[src/rtl/irqv_pkg.sv]
package irqv_pkg;
  localparam int VEC_W = 8;

  typedef enum logic [2:0] {
    REG_RX_BASE = 3'd0,
    REG_TX_BASE = 3'd1,
    REG_RX_MASK = 3'd2,
    REG_TX_MASK = 3'd3,
    REG_RX_CLR  = 3'd4,
    REG_TX_CLR  = 3'd5,
    REG_RX_TOP  = 3'd6
  } reg_sel_e;
endpackage

[src/rtl/irqv_pend_bank.sv]
module irqv_pend_bank #(
  parameter int N = 8
) (
  input  logic         clk,
  input  logic         rst_n,
  input  logic [N-1:0] set,
  input  logic [N-1:0] clr,
  input  logic [N-1:0] mask,
  output logic [N-1:0] pend,
  output logic [N-1:0] live,
  output logic         any
);
  logic [N-1:0] pend_q;

  // A set pulse takes priority over a clear that arrives in the same cycle.
  function automatic logic [N-1:0] next_pend(input logic [N-1:0] cur,
                                             input logic [N-1:0] s,
                                             input logic [N-1:0] c);
    return (cur & ~c) | s;
  endfunction

  always_ff @(posedge clk) begin
    if (!rst_n) pend_q <= '0;
    else        pend_q <= next_pend(pend_q, set, clr);
  end

  assign pend = pend_q;
  assign live = pend_q & ~mask;
  assign any  = |live;

  assert_set_lands_R2: assert property (@(posedge clk) disable iff (!rst_n)
    1'b1 |=> ((pend & $past(set)) == $past(set)));
  assert_set_beats_clear_R3: assert property (@(posedge clk) disable iff (!rst_n)
    (|(set & clr)) |=> ((pend & $past(set & clr)) == $past(set & clr)));
  assert_mask_keeps_pend_R4: assert property (@(posedge clk) disable iff (!rst_n)
    (set == '0 && clr == '0) |=> $stable(pend));
endmodule

[src/rtl/irqv_prio_pick.sv]
module irqv_prio_pick #(
  parameter int N      = 8,
  parameter int IW     = 3,
  parameter bit ROTATE = 1'b1
) (
  input  logic [N-1:0]  req,
  input  logic [IW-1:0] top,
  output logic          hit,
  output logic [IW-1:0] idx
);
  // Scans from 'start' upward with wrap; the lowest offset wins.
  function automatic logic [IW-1:0] first_from(input logic [N-1:0] r, input int start);
    logic [IW-1:0] res;
    res = '0;
    for (int k = N - 1; k >= 0; k--) begin
      int c;
      c = (start + k) % N;
      if (r[c]) res = IW'(c);
    end
    return res;
  endfunction

  logic [IW-1:0] start_sel;

  generate
    if (ROTATE) begin : g_rot
      assign start_sel = top;
    end else begin : g_fixed
      assign start_sel = '0;
    end
  endgenerate

  assign hit = |req;
  assign idx = first_from(req, int'(start_sel));

  always_comb begin
    if (hit) assert_pick_is_pending_R8: assert (req[idx]);
  end
endmodule

[src/rtl/irqv_chain.sv]
module irqv_chain #(
  parameter int IW    = 3,
  parameter int VEC_W = 8
) (
  input  logic             clk,
  input  logic             rst_n,
  input  logic             iack,
  input  logic             iei,
  input  logic             irq,
  input  logic [IW-1:0]    idx,
  input  logic [VEC_W-1:0] base,
  output logic             ieo,
  output logic             claim,
  output logic [VEC_W-1:0] vec
);
  function automatic logic [VEC_W-1:0] make_vec(input logic [VEC_W-1:0] b,
                                                input logic [IW-1:0] i);
    return {b[VEC_W-1:IW], i};
  endfunction

  assign ieo   = iei & ~irq;
  assign claim = iack & iei & irq;
  assign vec   = make_vec(base, idx);

  assert_claim_blocks_chain_R6: assert property (@(posedge clk) disable iff (!rst_n)
    claim |-> !ieo);
  assert_no_claim_without_enable_R7: assert property (@(posedge clk) disable iff (!rst_n)
    !iei |-> (!claim && !ieo));
endmodule

[src/rtl/irq_vector_ctrl.sv]
module irq_vector_ctrl
  import irqv_pkg::*;
#(
  parameter int RX_CH = 8,
  parameter int TX_CH = 3
) (
  input  logic             clk,
  input  logic             rst_n,
  input  logic [RX_CH-1:0] rx_set,
  input  logic [TX_CH-1:0] tx_set,
  input  logic             wr_en,
  input  logic [2:0]       wr_addr,
  input  logic [VEC_W-1:0] wr_data,
  input  logic             iack_rx,
  input  logic             iack_tx,
  input  logic             rx_iei,
  input  logic             tx_iei,
  output logic             rx_irq,
  output logic             tx_irq,
  output logic             rx_ieo,
  output logic             tx_ieo,
  output logic [VEC_W-1:0] vec_out,
  output logic             vec_valid
);
  localparam int RX_IW = $clog2(RX_CH);
  localparam int TX_IW = $clog2(TX_CH);

  logic [VEC_W-1:0] rx_base_q, tx_base_q;
  logic [RX_CH-1:0] rx_mask_q;
  logic [TX_CH-1:0] tx_mask_q;
  logic [RX_IW-1:0] rx_top_q;

  always_ff @(posedge clk) begin
    if (!rst_n) begin
      rx_base_q <= '0;
      tx_base_q <= '0;
      rx_mask_q <= '0;
      tx_mask_q <= '0;
      rx_top_q  <= '0;
    end else if (wr_en) begin
      case (reg_sel_e'(wr_addr))
        REG_RX_BASE: rx_base_q <= wr_data;
        REG_TX_BASE: tx_base_q <= wr_data;
        REG_RX_MASK: rx_mask_q <= wr_data[RX_CH-1:0];
        REG_TX_MASK: tx_mask_q <= wr_data[TX_CH-1:0];
        REG_RX_TOP:  rx_top_q  <= wr_data[RX_IW-1:0];
        default: ;
      endcase
    end
  end

  logic [RX_CH-1:0] rx_clr_w, rx_pend_w, rx_live_w;
  logic [TX_CH-1:0] tx_clr_w, tx_pend_w, tx_live_w;
  logic             rx_any_w, tx_any_w;

  assign rx_clr_w = (wr_en && reg_sel_e'(wr_addr) == REG_RX_CLR) ? wr_data[RX_CH-1:0] : '0;
  assign tx_clr_w = (wr_en && reg_sel_e'(wr_addr) == REG_TX_CLR) ? wr_data[TX_CH-1:0] : '0;

  irqv_pend_bank #(.N(RX_CH)) u_rx_bank (
    .clk(clk), .rst_n(rst_n), .set(rx_set), .clr(rx_clr_w), .mask(rx_mask_q),
    .pend(rx_pend_w), .live(rx_live_w), .any(rx_any_w));
  irqv_pend_bank #(.N(TX_CH)) u_tx_bank (
    .clk(clk), .rst_n(rst_n), .set(tx_set), .clr(tx_clr_w), .mask(tx_mask_q),
    .pend(tx_pend_w), .live(tx_live_w), .any(tx_any_w));

  logic             rx_hit_w, tx_hit_w;
  logic [RX_IW-1:0] rx_idx_w;
  logic [TX_IW-1:0] tx_idx_w;

  irqv_prio_pick #(.N(RX_CH), .IW(RX_IW), .ROTATE(1'b1)) u_rx_pick (
    .req(rx_live_w), .top(rx_top_q), .hit(rx_hit_w), .idx(rx_idx_w));
  irqv_prio_pick #(.N(TX_CH), .IW(TX_IW), .ROTATE(1'b0)) u_tx_pick (
    .req(tx_live_w), .top('0), .hit(tx_hit_w), .idx(tx_idx_w));

  logic             rx_claim_w, tx_claim_w;
  logic [VEC_W-1:0] rx_vec_w, tx_vec_w;

  irqv_chain #(.IW(RX_IW), .VEC_W(VEC_W)) u_rx_chain (
    .clk(clk), .rst_n(rst_n), .iack(iack_rx), .iei(rx_iei), .irq(rx_any_w),
    .idx(rx_idx_w), .base(rx_base_q), .ieo(rx_ieo), .claim(rx_claim_w), .vec(rx_vec_w));
  irqv_chain #(.IW(TX_IW), .VEC_W(VEC_W)) u_tx_chain (
    .clk(clk), .rst_n(rst_n), .iack(iack_tx), .iei(tx_iei), .irq(tx_any_w),
    .idx(tx_idx_w), .base(tx_base_q), .ieo(tx_ieo), .claim(tx_claim_w), .vec(tx_vec_w));

  assign rx_irq    = rx_any_w;
  assign tx_irq    = tx_any_w;
  assign vec_valid = rx_claim_w | tx_claim_w;
  assign vec_out   = rx_claim_w ? rx_vec_w : (tx_claim_w ? tx_vec_w : '0);

  assert_irq_matches_hit_R5: assert property (@(posedge clk) disable iff (!rst_n)
    (rx_irq == rx_hit_w) && (tx_irq == tx_hit_w));
  assert_valid_needs_ack_R7: assert property (@(posedge clk) disable iff (!rst_n)
    vec_valid |-> (iack_rx || iack_tx));
  assert_rx_wins_R10: assert property (@(posedge clk) disable iff (!rst_n)
    (rx_claim_w && tx_claim_w) |-> (vec_out[RX_IW-1:0] == rx_idx_w));
  assert_idle_vec_zero_R7: assert property (@(posedge clk) disable iff (!rst_n)
    !vec_valid |-> (vec_out == '0));
endmodule

[config.mk]
export PLATFORM = sky130hd
export DESIGN_NAME = irq_vector_ctrl
export DESIGN_NICKNAME = d
export VERILOG_FILES = /design/src/rtl/irqv_pkg.sv /design/src/rtl/irqv_pend_bank.sv /design/src/rtl/irqv_prio_pick.sv /design/src/rtl/irqv_chain.sv /design/src/rtl/irq_vector_ctrl.sv
export SDC_FILE = /design/constraint.sdc
export NUM_CORES = 1
export LEC_CHECK = 0
export ABC_CLOCK_PERIOD_IN_PS = 4500
export CORE_ASPECT_RATIO = 1.1
export CORE_MARGIN = 2
export CORE_UTILIZATION = 55
export CTS_CLUSTER_SIZE = 28
export DETAILED_ROUTE_END_ITERATION = 16
export PLACE_DENSITY = 0.78
export REMOVE_ABC_BUFFERS = 1
export SYNTH_ARGS = -nofsm -noshare
export SYNTH_HDL_FRONTEND = slang
export SYNTH_HIERARCHICAL = 1
export SYNTH_SLANG_ARGS = --single-unit
export TNS_END_PERCENT = 10
[constraint.sdc]
create_clock -name clk -period 4.5 [get_ports clk]
set_clock_uncertainty 0.2 [all_clocks]
set_input_delay 0.675 -clock clk [delete_from_list [all_inputs] [get_ports clk]]
set_output_delay 0.675 -clock clk [all_outputs]
set_load 0.02 [all_outputs]
==> reports/metrics.csv <==
metric;value;unit
status;complete, no violations;
worst reg2reg path startpoint;rx_top_q[2];
placed instance count;346;
Final HPWL DP;4300;um
GRT Total Usage;22.8;%
period utilization;95.1;%
initial antenna violation count;0;
number of port buffers;41;
CP Capture Type;output pin;
Area Growth Syn to Fin;14.3;%
Slew @ Worst Pin;0.775;ns
slack of the critical path;0.219;ns
drt pass-1 iters;4;
pin count of the biggest net entering global routing;30;
CTS HTree Levels;2;
Cells after Synth;276;
max_slew headroom;48.2;%
Hold Path Class;register to register;
core area;0.00462;sq mm
max_cap viols;0;
hold-fix buffers at CTS;0;
Synth Area per Inst;9.52;sq um
layout cell share with drive strength beyond 1;13.5;%
RePlAce Congestion;0.862;
Sw Pwr;212;uW
Multi-input gate area;0.00168;sq mm
Max VDD drop;206;uV
CTS tree;built;
Hold Vio Cnt, Final;0;
Syn Std Cell Area;0.00263;sq mm
final setup TNS;0;ns
Yosys warning count;6;
CP Max Fanout;8;
R2R cell count;2;
RSZ-0062 raised after global routing;false;
Comb power frac;26.5;%
wire length on met3;231;um
vias in the first global route;2117;
top sig layer;met4;
Clk network pwr share;28.5;%
antenna-violating nets left;0;
ant diodes;0;
register share of total power;45.0;%
routed length per instance;16.4;um
setup violators final;0;
fin. max-slew vios;0;
post-place setup slack;0.564;ns
hold depth;2;
Post-CTS Setup Bufs;0;
clk sinks;36;
crit path time final;4.28;ns
routed vias;2067;
total power draw;749;uW
Data arrival, critical path;3.41;ns
routed wire length;5780;um
min-delay src;rx_base_q[6];
Hold EP;rx_base_q[6];
total CTS buffers;5;
cts repair resizes;0;
switching part of the total;28.3;%
metal2 WL;2790;um
Die Width;69.9;um
internal power;537;uW
row count;26;
Initial Utilization;56.9;%
clock buffer depth;2;
CP Data Required Time;3.62;ns
fillers;392;
Static Leak;1.26;nW
Reg area;721;sq um
reg2reg end;rx_top_q[2];
CTS root buffer;clkbuf_8;
die height;76.5;um
die area;0.00535;sq mm
reg2reg setup slack;3.37;ns
Power Density;249;mW/mm^2
num ports;42;
Clk Latency, worst-skew pair;0.29;ns
Residual DRC;0;
CTS clock-pin slew for the worst setup and hold paths;0.07;ns
first-pass GRT wire length;9780;um
Core Util, Final;65.0;%
Highest Clock Rate;234;MHz
CP Launch Type;register;
gr ovfl total;0;
Final nets;328;
Layout Cells excl Fill;353;
vias per cell;5.86;
initial DRC count;85;
M1 WL;2550;um
crit path kind;register to output pin;
## state kept, by name, summed over array words and instances, names as in the netlist
register / flops
rx_base_q: 5
rx_mask_q: 8
rx_top_q: 3
tx_base_q: 6
tx_mask_q: 3
u_rx_bank/pend: 8
u_tx_bank/pend: 3
## cell usage in the layout (no fill, tap or decap), drive strengths merged, types with 2 or more instances in the layout
| master | n |
|---|---|
| dfxtp | 36 |
| nor4 | 2 |
| and3 | 2 |
| nor2b | 24 |
| and2b | 2 |
| mux4 | 12 |
| clkdlybuf4s50 | 41 |
| nand2 | 44 |
| clkbuf | 6 |
| nand4bb | 2 |
| buf | 3 |
| ha | 2 |
| xor2 | 3 |
| nand4b | 2 |
| a21oi | 8 |
| a22o | 6 |
| mux2 | 5 |
| o21a | 11 |
| mux2i | 30 |
| nor2 | 6 |
| o21ai | 6 |
| and2 | 12 |
| o311a | 2 |
| inv | 6 |
| a22oi | 4 |
## power groups by stage
| stage | clock (mW) | combinational (mW) | sequential, mW |
|---|---|---|---|
| 3_3_place_gp | 0 | 0.191 | 0.344 |
| 3_5_place_dp | 0 | 0.196 | 0.344 |
| 6_report | 0.213 | 0.199 | 0.337 |
| 4_1_cts | 0.223 | 0.197 | 0.337 |
| 5_1_grt | 0.233 | 0.214 | 0.339 |
| 2_1_floorplan | 0 | 0.121 | 0.344 |
## worst max-delay path by stage
| stage | from | endpoint | cells past startpoint |
|---|---|---|---|
| 2_1_floorplan | rx_top_q[1] | vec_out[0] | 7 |
| 3_3_place_gp | rx_top_q[0] | vec_out[0] | 8 |
| 3_5_place_dp | rx_top_q[0] | vec_out[0] | 8 |
| 4_1_cts | rx_top_q[0] | vec_out[0] | 8 |
| 5_1_grt | rx_top_q[0] | vec_out[0] | 8 |
| 6_report | rx_top_q[0] | vec_out[0] | 8 |
## stage by stage
step | hold slack (ns) | cell area (sq um)
finish | 0.260 | 3000
detailed placement | 0.250 | 2930
global placement | 0.243 | 2930
floorplan | 0.235 | 2420
global route | 0.277 | 3000
CTS | 0.263 | 3000
## area by class of cell
| class | count | share of cell area, % |
|---|---|---|
| multi-input cells | 204 | 55.9 |
| flip-flops and latches | 36 | 24.0 |
| repair buffers | 44 | 14.4 |
| clock buffers | 6 | 2.42 |
| well taps | 56 | 2.33 |
| inverters | 6 | 0.750 |
| clock inverters | 1 | 0.167 |
## worst max-delay path, cell delays in order (launching register included)
cell             delay, ns
dfxtp_1               0.33
inv_1                 0.09
ha_1                  0.47
mux4_1                0.44
mux2_4                0.34
o311a_1               0.36
o311a_1               0.31
a22o_1                0.23
clkdlybuf4s50_1       0.55
## metal layers
layer	track usage, %	up-vias
met2	38.4	62
met5	0	-
met1	27.5	965
met4	11.7	0
li1	-	1016
met3	4.37	24
(Power assumes the default switching activity.)
